--- src/rtl/sd_pkg.sv ---
package sd_pkg;
  localparam int DW = 32;
  localparam int BW = DW / 8;
  localparam int AW = 3;

  localparam logic [AW-1:0] W_CTL  = 3'd0;
  localparam logic [AW-1:0] W_LPIB = 3'd1;
  localparam logic [AW-1:0] W_CBL  = 3'd2;
  localparam logic [AW-1:0] W_LVI  = 3'd3;
  localparam logic [AW-1:0] W_FIFO = 3'd4;
  localparam logic [AW-1:0] W_BDL  = 3'd6;
  localparam logic [AW-1:0] W_BDU  = 3'd7;

  localparam logic [DW-1:0] CTL_WMASK = 32'h00F0001F;
  localparam logic [DW-1:0] BDL_WMASK = 32'hFFFFFF80;
  localparam logic [DW-1:0] LVI_WMASK = 32'h0000FFFF;
  localparam logic [DW-1:0] FMT_WMASK = 32'h7F7F0000;

  typedef struct packed {
    logic [3:0]  tag;
    logic [14:0] rsv;
    logic [2:0]  ien;
    logic        run;
    logic        srst;
  } ctl_t;

  // byte-lane merge, then keep non-writable bits from the old value
  function automatic logic [DW-1:0] lane_merge(input logic [DW-1:0] old,
                                               input logic [DW-1:0] wd,
                                               input logic [BW-1:0] be,
                                               input logic [DW-1:0] wmask);
    logic [DW-1:0] res;
    res = old;
    for (int b = 0; b < BW; b++)
      if (be[b]) res[b*8 +: 8] = wd[b*8 +: 8];
    return (res & wmask) | (old & ~wmask);
  endfunction

  function automatic logic fifos_ok(input logic [7:0] c);
    return c inside {8'h0F, 8'h1F, 8'h3F, 8'h7F, 8'hBF, 8'hFF};
  endfunction

  function automatic logic fifow_ok(input logic [7:0] c);
    return c inside {8'h02, 8'h03, 8'h04};
  endfunction
endpackage

--- src/rtl/sd_run_ctl.sv ---
module sd_run_ctl
  import sd_pkg::*;
(
  input  logic          clk,
  input  logic          rst,
  input  logic          we,
  input  logic [DW-1:0] wdata,
  input  logic [BW-1:0] be,
  output ctl_t          ctl_q,
  output logic          srst_enter,
  output logic          fetch_req,
  output logic          stream_en
);
  ctl_t          nxt;
  logic [DW-1:0] mrg;

  always_comb begin
    mrg        = lane_merge({8'h00, ctl_q}, wdata, be, CTL_WMASK);
    nxt        = ctl_q;
    srst_enter = 1'b0;
    if (we) begin
      nxt = ctl_t'(mrg[23:0]);
      if (!ctl_q.srst && nxt.srst) begin
        if (ctl_q.run) nxt.srst = 1'b0;
        else           srst_enter = 1'b1;
      end
      if (nxt.srst) nxt.run = 1'b0;
    end
  end

  always_ff @(posedge clk) begin
    if (rst) begin
      ctl_q     <= '0;
      fetch_req <= 1'b0;
      stream_en <= 1'b0;
    end else begin
      fetch_req <= we && !ctl_q.run && nxt.run;
      ctl_q     <= nxt;
      if (we && !nxt.run)  stream_en <= 1'b0;
      else if (fetch_req)  stream_en <= 1'b1;
    end
  end

  assert_en_after_fetch_R10: assert property (@(posedge clk) disable iff (rst)
    $rose(stream_en) |-> $past(fetch_req));
  assert_en_needs_run_R10: assert property (@(posedge clk) disable iff (rst)
    stream_en |-> ctl_q.run);
  assert_no_run_in_reset_R9: assert property (@(posedge clk) disable iff (rst)
    ctl_q.srst |-> !ctl_q.run);
  assert_srst_gated_R9: assert property (@(posedge clk) disable iff (rst)
    (we && ctl_q.run && !ctl_q.srst) |=> !ctl_q.srst);
endmodule

--- src/rtl/sd_status.sv ---
module sd_status #(
  parameter int NEV = 3
) (
  input  logic           clk,
  input  logic           rst,
  input  logic           we,
  input  logic [NEV-1:0] w1c,
  input  logic [NEV-1:0] evt,
  input  logic           clr,
  output logic [NEV-1:0] sts_q
);
  always_ff @(posedge clk) begin
    if (rst || clr) sts_q <= '0;
    else            sts_q <= (sts_q & ~(we ? w1c : '0)) | evt;
  end

  assert_evt_sets_R11: assert property (@(posedge clk) disable iff (rst)
    !clr |=> ((sts_q & $past(evt)) == $past(evt)));
  assert_w1c_clears_R11: assert property (@(posedge clk) disable iff (rst)
    (we && !clr) |=> ((sts_q & $past(w1c & ~evt)) == '0));
  assert_clr_R9: assert property (@(posedge clk) disable iff (rst)
    clr |=> (sts_q == '0));
endmodule

--- src/rtl/sd_cfg.sv ---
module sd_cfg
  import sd_pkg::*;
#(
  parameter int         IDX_W     = 8,
  parameter bit         IS_INPUT  = 1'b1,
  parameter logic [7:0] FIFOS_DEF = 8'hBF,
  parameter logic [2:0] FIFOW_DEF = 3'd4
) (
  input  logic             clk,
  input  logic             rst,
  input  logic             we_cbl,
  input  logic             we_lvi,
  input  logic             we_fifo,
  input  logic             we_bdl,
  input  logic             we_bdu,
  input  logic [DW-1:0]    wdata,
  input  logic [BW-1:0]    be,
  input  logic             adv,
  input  logic             idx_clr,
  output logic [DW-1:0]    cbl_q,
  output logic [15:0]      lvi_q,
  output logic [15:0]      fmt_q,
  output logic [7:0]       fifos_q,
  output logic [2:0]       fifow_q,
  output logic [DW-1:0]    bdl_q,
  output logic [DW-1:0]    bdu_q,
  output logic [IDX_W-1:0] idx_q
);
  logic [DW-1:0] m_lvi, m_fmt;
  logic          lvi_touch, idx_zero;

  assign m_lvi     = lane_merge({16'h0, lvi_q}, wdata, be, LVI_WMASK);
  assign m_fmt     = lane_merge({fmt_q, 16'h0}, wdata, be, FMT_WMASK);
  assign lvi_touch = we_lvi && |be[1:0];
  assign idx_zero  = we_cbl || lvi_touch || we_bdl || we_bdu || idx_clr;

  always_ff @(posedge clk) begin
    if (rst) begin
      cbl_q   <= '0;
      lvi_q   <= '0;
      fmt_q   <= '0;
      fifos_q <= FIFOS_DEF;
      bdl_q   <= '0;
      bdu_q   <= '0;
      idx_q   <= '0;
    end else begin
      if (we_cbl) cbl_q <= lane_merge(cbl_q, wdata, be, '1);
      if (we_lvi) lvi_q <= m_lvi[15:0];
      if (we_fifo) fmt_q <= m_fmt[31:16];
      if (we_fifo && be[0])
        fifos_q <= fifos_ok(wdata[7:0]) ? wdata[7:0] : FIFOS_DEF;
      if (we_bdl) bdl_q <= lane_merge(bdl_q, wdata, be, BDL_WMASK);
      if (we_bdu) bdu_q <= lane_merge(bdu_q, wdata, be, '1);
      if (idx_zero)  idx_q <= '0;
      else if (adv)  idx_q <= (idx_q == lvi_q[IDX_W-1:0]) ? '0 : idx_q + 1'b1;
    end
  end

  generate
    if (IS_INPUT) begin : g_wm_in
      always_ff @(posedge clk) begin
        if (rst) fifow_q <= FIFOW_DEF;
        else if (we_lvi && be[2])
          fifow_q <= fifow_ok(wdata[23:16]) ? wdata[18:16] : FIFOW_DEF;
      end
    end else begin : g_wm_out
      assign fifow_q = 3'd0;
    end
  endgenerate

  assert_idx_bound_R6: assert property (@(posedge clk) disable iff (rst)
    idx_q <= lvi_q[IDX_W-1:0]);
  assert_idx_clear_R6: assert property (@(posedge clk) disable iff (rst)
    (we_cbl || we_bdl || we_bdu) |=> (idx_q == '0));
  assert_bdl_align_R3: assert property (@(posedge clk) disable iff (rst)
    we_bdl |=> (bdl_q[6:0] == 7'd0));
endmodule

--- src/rtl/sd_regbank.sv ---
module sd_regbank
  import sd_pkg::*;
#(
  parameter int         IDX_W     = 8,
  parameter bit         IS_INPUT  = 1'b1,
  parameter logic [7:0] FIFOS_DEF = 8'hBF,
  parameter logic [2:0] FIFOW_DEF = 3'd4
) (
  input  logic             clk,
  input  logic             rst,
  input  logic             ctl_reset,
  input  logic             wr_en,
  input  logic [2:0]       wr_word,
  input  logic [31:0]      wr_data,
  input  logic [3:0]       wr_be,
  input  logic [2:0]       rd_word,
  output logic [31:0]      rd_data,
  input  logic [31:0]      lpib_in,
  input  logic             evt_ioc,
  input  logic             evt_fifo_err,
  input  logic             evt_desc_err,
  input  logic             desc_adv,
  output logic [63:0]      bdl_base,
  output logic [31:0]      cbl,
  output logic [15:0]      lvi,
  output logic [15:0]      fmt,
  output logic [15:0]      fifo_bytes,
  output logic [15:0]      fifow_bytes,
  output logic [IDX_W-1:0] cur_idx,
  output logic [3:0]       stream_tag,
  output logic             fetch_req,
  output logic             stream_en
);
  ctl_t        ctl_q;
  logic        wr_ok, cfg_ok, srst_enter;
  logic [2:0]  sts_q;
  logic [7:0]  fifos_q;
  logic [2:0]  fifow_q;
  logic [31:0] bdl_q, bdu_q;
  logic [31:0] rd_mux;

  assign wr_ok  = wr_en && !ctl_reset;
  assign cfg_ok = wr_ok && !ctl_q.run;

  sd_run_ctl u_ctl (
    .clk(clk), .rst(rst), .we(wr_ok && (wr_word == W_CTL)),
    .wdata(wr_data), .be(wr_be), .ctl_q(ctl_q), .srst_enter(srst_enter),
    .fetch_req(fetch_req), .stream_en(stream_en)
  );

  sd_status #(.NEV(3)) u_sts (
    .clk(clk), .rst(rst), .we(wr_ok && (wr_word == W_CTL) && wr_be[3]),
    .w1c(wr_data[28:26]), .evt({evt_desc_err, evt_fifo_err, evt_ioc}),
    .clr(srst_enter), .sts_q(sts_q)
  );

  sd_cfg #(.IDX_W(IDX_W), .IS_INPUT(IS_INPUT), .FIFOS_DEF(FIFOS_DEF),
           .FIFOW_DEF(FIFOW_DEF)) u_cfg (
    .clk(clk), .rst(rst),
    .we_cbl (cfg_ok && (wr_word == W_CBL)),
    .we_lvi (cfg_ok && (wr_word == W_LVI)),
    .we_fifo(cfg_ok && (wr_word == W_FIFO)),
    .we_bdl (cfg_ok && (wr_word == W_BDL)),
    .we_bdu (cfg_ok && (wr_word == W_BDU)),
    .wdata(wr_data), .be(wr_be), .adv(desc_adv && stream_en),
    .idx_clr(srst_enter), .cbl_q(cbl), .lvi_q(lvi), .fmt_q(fmt),
    .fifos_q(fifos_q), .fifow_q(fifow_q), .bdl_q(bdl_q), .bdu_q(bdu_q),
    .idx_q(cur_idx)
  );

  assign bdl_base    = {bdu_q, bdl_q};
  assign stream_tag  = ctl_q.tag;
  assign fifo_bytes  = {8'h00, fifos_q} + 16'd1;
  assign fifow_bytes = (fifow_q == 3'd0) ? 16'd0 : (16'd1 << (fifow_q + 3'd1));

  always_comb begin
    case (rd_word)
      W_CTL:   rd_mux = {2'b00, stream_en, sts_q, 2'b00, ctl_q};
      W_LPIB:  rd_mux = lpib_in;
      W_CBL:   rd_mux = cbl;
      W_LVI:   rd_mux = {13'h0, fifow_q, lvi};
      W_FIFO:  rd_mux = {fmt, 8'h00, fifos_q};
      W_BDL:   rd_mux = bdl_q;
      W_BDU:   rd_mux = bdu_q;
      default: rd_mux = '0;
    endcase
  end

  always_ff @(posedge clk) begin
    if (rst) rd_data <= '0;
    else     rd_data <= rd_mux;
  end

  assert_run_block_R4: assert property (@(posedge clk) disable iff (rst)
    (wr_en && ctl_q.run && wr_word != W_CTL) |=>
      ($stable(cbl) && $stable(lvi) && $stable(fmt) && $stable(bdl_base)));
  assert_rst_block_R5: assert property (@(posedge clk) disable iff (rst)
    (wr_en && ctl_reset) |=>
      ($stable(ctl_q) && $stable(cbl) && $stable(bdl_base) && $stable(fifo_bytes)));
endmodule

--- config.mk ---
export PLATFORM = sky130hd
export DESIGN_NAME = sd_regbank
export DESIGN_NICKNAME = d
export VERILOG_FILES = /design/src/rtl/sd_pkg.sv /design/src/rtl/sd_run_ctl.sv /design/src/rtl/sd_status.sv /design/src/rtl/sd_cfg.sv /design/src/rtl/sd_regbank.sv
export SDC_FILE = /design/constraint.sdc
export NUM_CORES = 1
export LEC_CHECK = 0
export BUFFER_PORTS_ARGS = -buffer_cell sky130_fd_sc_hd__buf_2
export CORE_MARGIN = 2
export CORE_UTILIZATION = 45
export DETAILED_ROUTE_END_ITERATION = 10
export PLACE_DENSITY = 0.86
export SLEW_MARGIN = 20
export SYNTH_ARGS = -nofsm -noshare
export SYNTH_HDL_FRONTEND = slang
export SYNTH_SLANG_ARGS = --single-unit
--- constraint.sdc ---
create_clock -name clk -period 1.7 [get_ports clk]
set_input_delay 0.085 -clock clk [delete_from_list [all_inputs] [get_ports clk]]
set_output_delay 0.085 -clock clk [all_outputs]
set_load 0.01 [all_outputs]
## Word level (Yosys, flattened, before mapping)

Index checks and enable logic that the tools add are counted.

- Add/sub/neg operators: 3
- Eq/ne operators: 21
- Shift operators: 1
- Mux-type cells: 30
- Bitwise operators: 6
- Reduce and logical (&&, ||, !) cells: 44

Operators by type and width:

| cell | number |
|---|---|
| $pmux W32 S7 | 1 |
| $mux W8 | 15 |
| $or A31 B32 Y32 | 1 |
| $or A32 B7 Y32 | 1 |
| $or A24 B20 Y24 | 1 |
| $reduce_and A2 Y1 | 10 |
| $eq A3 B3 Y1 const B | 6 |
| $logic_and A1 B1 Y1 | 17 |
| $eq A8 B2 Y1 const B | 2 |
| $eq A8 B8 Y1 const B | 2 |
| $mux W16 | 1 |
| $shl A1 B3 Y16 const A | 1 |
| $mux W7 | 2 |
| $eq A3 B2 Y1 const B | 4 |
| $add A8 B1 Y9 const B | 1 |
| $logic_not A3 Y1 | 3 |
| $add A8 B1 Y8 const B | 1 |
| $eq A8 B3 Y1 const B | 1 |
| $eq A8 B4 Y1 const B | 1 |
| $eq A8 B5 Y1 const B | 1 |
| $eq A8 B6 Y1 const B | 1 |
| $eq A8 B7 Y1 const B | 1 |
| $eq A8 B8 Y1 | 1 |
| $mux W1 | 7 |
| other kinds (13) | 23 |

- Flip-flop bits (word level): 208
- Bits of input ports: 82
- Output and inout bits: 206

## Longest topological paths before layout

- Depth after elaboration: 10
- Mapped depth: 7
- Gate-level depth less buffers: 5

## Hierarchy

Synthesis repeated with hierarchy kept, for this count alone.

- Cells, all modules: 1034
- Area, all modules: 8851.0 µm²

By module, submodules not included:

| module | times used | cells an instance | area an instance (µm²) |
|---|---|---|---|
| sd_cfg | 1 | 642 | 5217.5 |
| sd_regbank | 1 | 314 | 2872.8 |
| sd_run_ctl | 1 | 68 | 649.4 |
| sd_status | 1 | 10 | 111.4 |

## Least setup slack after synthesis

OpenSTA, ideal clock, no wires.

- Kind: reg-to-reg
- From: register u_ctl.ctl_q[1] (netlist name)
- To: register u_cfg.fifos_q[6]
- Arrival: 1.530 ns
- Data required time: 1.629 ns
- Setup slack: 0.099 ns
- Stages on the path, launching flop included: 6
- Clock period less this slack: 1.601 ns
- Path through: dfxtp_1 -> buf_6 -> nor3b_4 -> nand2_4 -> or4_1 -> a21oi_1

- Longest elaborated chain between the ends: 4

Ends and longest elaborated chain:

| what | RTL line | source |
|---|---|---|
| $logic_not A1 Y1 | sd_regbank.sv:43 | `assign cfg_ok = wr_ok && !ctl_q.run;` |
| $logic_and A1 B1 Y1 | sd_regbank.sv:43 |  |
| $logic_and A1 B1 Y1 | sd_regbank.sv:62 | `.we_fifo(cfg_ok && (wr_word == W_FIFO)),` |
| $logic_and A1 B1 Y1 | sd_cfg.sv:50 | `if (we_fifo && be[0])` |
| end signal: assignment | sd_cfg.sv:51 | `fifos_q <= fifos_ok(wdata[7:0]) ? wdata[7:0] : FIFOS_DEF;` |
| end: declaration | sd_cfg.sv:23 | `output logic [7:0] fifos_q,` |

Every way passes these cells.
A chain may end at the register's enable or synchronous reset.

## Final worst setup path

- From: register u_cfg.fifos_q[3]
- To: output fifo_bytes[7]

- Longest elaborated chain between the ends: 1

Ends and longest elaborated chain:

| what | RTL line | source |
|---|---|---|
| $add A8 B1 Y9 | sd_regbank.sv:73 | `assign fifo_bytes = {8'h00, fifos_q} + 16'd1;` |
| end: declaration | sd_regbank.sv:27 | `output logic [15:0] fifo_bytes,` |

Every way passes these cells.

==> metrics <==
EDFF count, synth=0; Synth Area per Inst=9.70 sq um; count of cell types in the netlist=54; Synth top area share=0.444; Final Hold Vio Count=0; synth cell count leaders=dfxtp_1 (184), nor2_1 (155), mux2i_1 (145); core area=0.0180 sq mm; Starting Density=0.460; first-pass GRT wire length=41.7 mm; Clk network pwr share=0.436; Fin Hold WS=0.0130 ns; Clk pin slew, worst setup/hold paths=0.07 ns; Startpoint Class=flop; WP data required=1.62 ns; Ports=288; top cells by area, synth=dfxtp_1 (44%), mux2i_1 (18%), nor2_1 (7.0%), a22oi_1 (2.6%), buf_4 (2.6%); TritonCTS buffer count=17; Logic pwr share=0.095; vias per cell=5.57; fin nets=1246; htree depth=4; die area=0.0195 sq mm; count leader, synth=dfxtp_1; Placer Congestion=0.872; Syn Std Cell Area=0.00829 sq mm; Avg WL per Cell=19.6 microns; worst clock skew=0.00875 ns; status=completed; RSZ-0062 raised after global routing=yes; slew margin rel.=0.513; Main synth FF type=dfxtp_1; post-route clock period utilization=0.993; Pins Over Slew Limit=0; grt ovf=0; Crit. End Element=primary output; dpl hpwl=19.6 mm; die width=140 microns; pin count of the biggest net entering global routing=45; Final ANT Viol Nets=0; initial DRC count=663; worst min-delay path category=in2reg; CTS tree=done; vias in the first global route=7467; Post-Syn Instances=854; synthesized flop and latch total=184; row count=49; Max VDD drop=710 uV; Clock Sinks=184; DP Worst Slack=0.100 ns; Power Density=854 mW/mm^2; placed instance area=0.00994 sq mm; leakage power=5.80 nW; CTS Buffer Depth=2; P_int=7.12 mW; crit-path cells=and3_4 -> and2_4 -> nand4_1 -> xnor2_1 -> buf_2; fin area=0.0110 sq mm; Final setup viols=0; via count=7842; initial antenna violation count=3; FFs w/ async S/R, synth=0; clock network latency to the later pin of the worst-skew pair=0.43 ns; final worst path period need=1.69 ns; Buffers on Ports=262; DRT Wirelength=27.6 mm; CP max-delay cell=dfxtp_4; P_sw=2.24 mW; FILL cells=1559; placed cell count=1334; GR Util All Layers=0.272; residual DRC count=0; Highest Clock Rate=0.592 GHz; Flop pwr share=0.469; max-cap viol count=0; register area share after synthesis=0.444; Synth area leader=dfxtp_1; setup_tns=0 ns; max incr delay on CP=0.36 ns; share of layout cells above drive strength 1=0.328; Layout Area Growth over Synthesis=32.2%; fin util=0.608; Post-Layout Cell Count=1407; die height=140 microns; clk root buf=clkbuf_16; Crit Path Class=reg2out; worst endpoint data arrival time=1.60 ns; yosys warns=0; final worst setup slack=0.0117 ns; DR pass1 iterations=8; crit-path max FO=3; actual slew at the worst max-slew pin=0.729 ns; sw frac=0.240; total power draw=9.36 mW
-- power by group through the flow --
stage	Sequential, mW	Clock [mW]	Combinational [mW]
4_1_cts	4.39	4.11	0.870
5_1_grt	4.39	4.31	0.948
6_report	4.39	4.08	0.891
2_1_floorplan	4.51	0	0.437
3_5_place_dp	4.49	0	0.800
3_3_place_gp	4.49	0	0.789
-- placed cells by master (no fill, tap or decap), drive strengths merged, types with 6 or more instances in the layout --
master         n
a221oi        14
a31oi          6
a211oi        13
mux2i        145
dlygate4sd3   36
nor2         156
o21ai          8
buf          306
dfxtp        184
nand3         26
inv           10
nor2b         10
conb          25
a21oi         27
and3           6
xnor2         17
clkbuf        20
mux2          19
nor3          10
a22oi         29
nand2         23
nor3b          7
nor4           7
nand2b         7
-- path summary, 6_finish.rpt --
check | from | to | slack, ns | cells past startpoint
worst max-delay path | u_cfg.fifos_q[3] | fifo_bytes[7] | 0.01 | 5
worst min-delay path | wr_data[22] | u_ctl.ctl_q[22] | 0.01 | 3
worst max register to register | u_ctl.ctl_q[1] | u_cfg.bdl_q[29] | 0.09 | 5
worst min register to register | u_cfg.cbl_q[28] | rd_data[28] | 0.47 | 2
-- routing by layer --
metal,share of wire,global-route usage,up-vias
met1,0.42,0.355,3792
met5,0.00047,0,-
met3,0.067,0.0609,53
met4,0.021,0.0847,2
met2,0.49,0.451,378
li1,-,-,3617
-- flip-flops by register name, summed over array words and instances (netlist names), 8 cells and up --
| name | flops |
|---|---|
| u_cfg.cbl_q | 32 |
| u_cfg.bdl_q | 25 |
| rd_data | 32 |
| u_cfg.fmt_q | 14 |
| u_ctl.ctl_q | 9 |
| u_cfg.bdu_q | 32 |
| u_cfg.fifos_q | 8 |
| u_cfg.lvi_q | 16 |
| u_cfg.idx_q | 8 |
-- cell families (layout without fill, tap and decap cells) --
| group | count (synthesis) | after routing | synth area share |
|---|---|---|---|
| AO/OA/AOI/OAI | 124 | 124 | 0.107 |
| XOR/XNOR | 18 | 18 | 0.0190 |
| adder cells (fa/ha/maj) | 2 | 2 | 0.00302 |
| buffers and inverters | 85 | 381 | 0.0542 |
| flip-flops | 184 | 184 | 0.444 |
| multiplexers | 168 | 168 | 0.212 |
| other | 1 | 29 | 0.000452 |
| AND/OR/NAND/NOR | 272 | 272 | 0.160 |
-- final cells by class --
type                    instances  area [sq um]  area share
clock buffers                  20           457      0.0417
flip-flops and latches        184          3690       0.337
diodes                          4          10.0    0.000913
repair buffers                342          2070       0.189
clock inverters                11           146      0.0134
inverters                       8          30.0     0.00274
well taps                     229           287      0.0261
multi-input cells             609          4270       0.390
-- worst max-delay path, delay by kind of cell (launching register included) --
family        cells  cell delay [ns]
buf+inv           1             0.17
flops             1             0.36
xor+xnor          1             0.19
simple gates      3             0.45
-- repair_timing --
| action | 4_1_cts | 5_1_grt |
|---|---|---|
| gates cloned | 0 | 0 |
| gates resized for setup | 3 | 7 |
| endpoints found under the setup margin | 3 | 4 |
| hold endpoints to repair | 114 | 0 |
| hold buffers | 36 | 0 |
| buffers inserted | 0 | 2 |
| pin swaps | 0 | 1 |
(Power assumes the default switching activity.)
